$ cat src/rtl/frame_checker_pkg.sv
package frame_checker_pkg;
  typedef struct packed {
    logic accept;  // byte taken this cycle
    logic first;   // taken byte is index 0
    logic last;    // taken byte completes the frame
    logic load;    // commit frame to output register
  } fcStrobe_t;
endpackage

$ cat src/rtl/fc_control.sv
module fc_control
  import frame_checker_pkg::*;
#(
  parameter int FRAME_BYTES = 9,
  localparam int IDX_W = $clog2(FRAME_BYTES)
) (
  input  logic             clk,
  input  logic             rst,
  input  logic             inValid,
  input  logic             outReady,
  input  logic             match,
  output logic             inReady,
  output logic             outValid,
  output logic             badPulse,
  output logic [IDX_W-1:0] idx,
  output fcStrobe_t        st
);
  localparam logic [IDX_W-1:0] LAST_IDX = IDX_W'(FRAME_BYTES - 1);

  assign inReady   = !outValid || outReady;
  assign st.accept = inValid && inReady;
  assign st.first  = st.accept && (idx == '0);
  assign st.last   = st.accept && (idx == LAST_IDX);
  assign st.load   = st.last && match;

  always_ff @(posedge clk) begin
    if (rst) begin
      idx      <= '0;
      outValid <= 1'b0;
      badPulse <= 1'b0;
    end else begin
      if (st.accept) idx <= st.last ? '0 : idx + 1'b1;
      if (st.load) outValid <= 1'b1;
      else if (outReady) outValid <= 1'b0;
      badPulse <= st.last && !match;
    end
  end


  bad_single_chk: assert property (@(posedge clk) disable iff (rst)
    badPulse |=> !badPulse);

  bad_excl_chk: assert property (@(posedge clk) disable iff (rst)
    !(badPulse && $rose(outValid)));

  hold_chk: assert property (@(posedge clk) disable iff (rst)
    (outValid && !outReady) |=> outValid);

  bad_frame_end_chk: assert property (@(posedge clk) disable iff (rst)
    badPulse |-> (idx == '0 || idx == 1) && inReady);
endmodule

$ cat config.mk
export PLATFORM = sky130hd
export DESIGN_NAME = fc_control
export DESIGN_NICKNAME = d
export VERILOG_FILES = /design/src/rtl/frame_checker_pkg.sv /design/src/rtl/fc_control.sv
export SDC_FILE = /design/constraint.sdc
export NUM_CORES = 1
export LEC_CHECK = 0
export BUFFER_PORTS_ARGS = -buffer_cell sky130_fd_sc_hd__buf_2
export CORE_AREA = 4 4 41 43
export CTS_CLUSTER_SIZE = 8
export DETAILED_ROUTE_END_ITERATION = 12
export DIE_AREA = 0 0 45 47
export PLACE_DENSITY = 0.51
export SKIP_LAST_GASP = 1
export SLEW_MARGIN = 10
export SYNTH_ARGS = -nofsm -noshare
export SYNTH_HDL_FRONTEND = slang
export SYNTH_SLANG_ARGS = --single-unit
$ cat constraint.sdc
create_clock -name clk -period 1.3 [get_ports clk]
set_clock_uncertainty 0.15 [all_clocks]
set_input_delay 0.13 -clock clk [delete_from_list [all_inputs] [get_ports clk]]
set_output_delay 0.13 -clock clk [all_outputs]
set_load 0.01 [all_outputs]
# Yosys cells after proc, flatten, opt, wreduce, memory -nomap -nowiden
# Index checks and enable logic that the tools add are counted.
# totals
reg_bits,6
in_bits,5
out_inout_bits,11
word_cells,18
# classes
n_addsub,1
eq_ne,1
mux,3
n_reduce_logical,10
# ops
cell,count
$logic_and 1x1->1,5
$add 4x1->4 const B,1
$eq 4x4->1 const B,1
$logic_not 4->1,1
$mux 4,1
$logic_not 1->1,2
$mux 1,2
$reduce_bool 2->1,1
$logic_or 1x1->1,1

# Depth between registers and ports, before layout
# logic_depth
ltp_word,6
ltp_mapped,5
mapped_depth_nobuf,5

# Least setup slack after synthesis
# No wires, ideal clock.
# synth_timing
path_type,register to output
startpoint,register outValid
endpoint,output st[2] (netlist bit)
t_arrival_ns,1.320
required_time_ns,1.020
setup_slack_ns,-0.300
path_stages_with_launch,6
n_path_buf,1
path_cell_list,dfxtp_1 -> nor2b_1 -> buf_2 -> inv_1 -> nand2_1 -> nor4b_1
# synth_lines
item,line,text
from (decl),fc_control.sv:13,"output logic outValid,"
from (signal assigned),fc_control.sv:29,outValid <= 1'b0;
from (signal assigned),fc_control.sv:33,if (st.load) outValid <= 1'b1;
from (signal assigned),fc_control.sv:34,else if (outReady) outValid <= 1'b0;
to (decl),fc_control.sv:16,output fcStrobe_t st

==> results by group <==
Layout
  – Final #Nets: 90
  – Filler Cell Count: 131
  – Footprint of the multi-input gates: 287 sq um
  – Register Area: 130 sq um
  – Area growth from synthesis to layout: 128%
  – Final Non-Filler Cells: 97
  – Diodes inserted: 0
  – Share of layout cells above drive strength 1: 75.6%
  – Design Area, Final: 768 sq um
  – Final core occ: 59.0%

Power and ir drop
  – Worst vdd ir: 0.417 mV
  – Leak pwr: 0.347 nW
  – Power, Total: 0.512 mW
  – Pwr Density: 667 nW/um^2

Synthesis
  – Largest area contributor in the netlist: dfxtp_1
  – Sequential element share of the synthesized area: 35.7%
  – Netlist Area Pre-Place: 337 sq um
  – Area share of the largest cell type after synthesis: 35.7%
  – Syn nets: 49
  – Synth Warn #: 0
  – Area contributors post-synth: dfxtp_1 36%, ha_1 7.4%, inv_1 5.6%
  – Seq cells post-synth: 6
  – Synth Area per Inst: 8.01 sq um
  – Yosys cell types: 22
  – Mapped Cells: 42

Routing
  – Uppermost layer routed: met3
  – Met3 wire len: 67 um
  – M1 WL: 471 um
  – Drt via density: 4.70
  – # DRC: 0
  – Vias post-DR: 456
  – Per-cell routed wire length: 12.1 um
  – Drt pass-1 iters: 2
  – Initial DRC Count: 7
  – Final wirelength: 1180 um
  – Metal2 WL: 638 um
  – Final ANT Viol Nets: 0

Timing
  – Fin Setup TNS: -1.47 ns
  – RSZ-0062 raised after global routing: true
  – Tcrit/Tclk final: 124%
  – PnR worst setup slack: -0.315 ns
  – Setup-failing EPs final: 9
  – Rel. slew slack: 82.5%
  – Final hold slack: 0.0496 ns
  – Max Slew Vio Count: 0
  – Tightest Pin Transition: 0.260 ns
  – Final min period: 1.62 ns
  – Max Clock Freq: 619 MHz
  – Final Hold Vio Count: 0

Status
  – Status: finished, violations left
  – Failing checks: setup timing

Placed design
  – Dpl cell area: 573 sq um
  – Dpl ws: -0.152 ns
  – Hpwl dp: 795 um
  – Dpl cells: 83
  – Port buffer count: 15
  – GP Congestion: 0.706

CTS
  – CTS sink count: 6
  – Htree depth: 1
  – CTS tree: yes
  – Worst-skew pair later-pin latency: 0.25 ns
  – Root Buffer: clkbuf_4
  – Clk slew on worst S/H paths: 0.05 ns
  – CTS Buf Count: 3
  – Longest Clk Path Bufs: 2

Worst hold path
  – Hold WC Path Type: primary input to flip-flop

Setup path
  – Worst Setup End Kind: output port
  – Crit path required time: 1.02 ns
  – Worst path arrival time: 1.34 ns
  – Reg2Reg Setup Slack: -0.20 ns
  – Startpoint types: flip-flop
  – WS Path Type: flip-flop to output port
  – Crit path max fanout: 2

Job
  – Max Cap Viol: 0

Global routing
  – Total global routing track utilization: 13.1%
  – Largest net degree at the start of global routing: 7
  – Vias in the first global route: 478
  – Initial antenna violation count: 0
  – Global-route wire length before repair: 1980 um
  – Remaining Overflow, GRT: 0

Floorplanning
  – Initial Utilization: 25.9%
  – Die outline area: 2120 sq um
  – Site row count: 13
  – Die X: 45 um
  – Die Y: 47 um
  – Core ar.: 1300 sq um
  – I/O pin count: 16
## cells in the mapped netlist
cell / count
nand2_1: 2
nand3_1: 3
nor4b_1: 1
or4_1: 2
dfxtp_1: 6
inv_1: 5
and2_1: 1
inv_2: 1
and3b_2: 1
nand3b_1: 1
o31ai_1: 2
nor2_1: 2
ha_1: 2
a31oi_1: 2
nor3_1: 1
buf_2: 1
or2b_1: 1
nor4_1: 1
nor2b_1: 1
o21ai_0: 2
a21oi_1: 3
a31o_2: 1
## logic make-up after synthesis
family | after synthesis | synth area share, %
AND/OR/NAND/NOR | 17 | 30.5
adder cells (fa/ha/maj) | 2 | 7.43
buffers and inverters | 7 | 8.18
AO/OA/AOI/OAI | 10 | 18.2
flip-flops | 6 | 35.7
## cell type report
type	count	area share, %
clock buffers	4	3.42
repair buffers	37	36.3
flip-flops and latches	6	16.9
multi-input cells	29	37.3
inverters	6	3.58
well taps	15	2.44
## critical path: stages, from the launching register on
cell	delay [ns]
dfxtp_4	0.35
inv_4	0.06
ha_4	0.12
nand3b_1	0.11
nor3_2	0.19
and2_4	0.16
buf_6	0.09
## timing repair
item,4_1_cts,5_1_grt
setup buffers,6,2
endpoints found under the hold margin,4,0
gates resized for setup,12,9
pin swaps,7,5
setup endpoints to repair,11,12
hold buffers,2,0
## metal layers
layer,track usage [%],vias to the layer above
met5,0,-
met4,1.75,0
met3,6.13,0
met2,23.4,13
met1,14.6,210
li1,-,233
## placed cells by master (no fill, tap or decap), drive strengths merged, types with 3 or more instances in the layout
cell    netlist  final
nand3         3      3
clkbuf        0      4
inv           6      6
dfxtp         6      6
a21oi         3      3
buf           1     35
## registers in the layout, summed over array words and instances (netlist names)
name and cells:
outValid 1, badPulse 1, idx 4
## report_power, final
group	leakage [nW]	internal, mW	total [mW]	switching [mW]
sequential	0.0511	0.188	0.194	0.00595
clock	0.0150	0.117	0.190	0.0731
combinational	0.281	0.0717	0.128	0.0565
## final timing paths
kind               to  startpoint  cells past startpoint
max             st[0]      idx[0]                      6
min          outValid       match                      3
max reg2reg    idx[2]      idx[0]                      5
min reg2reg    idx[2]      idx[2]                      2
Power figures use the tool's default switching activity.
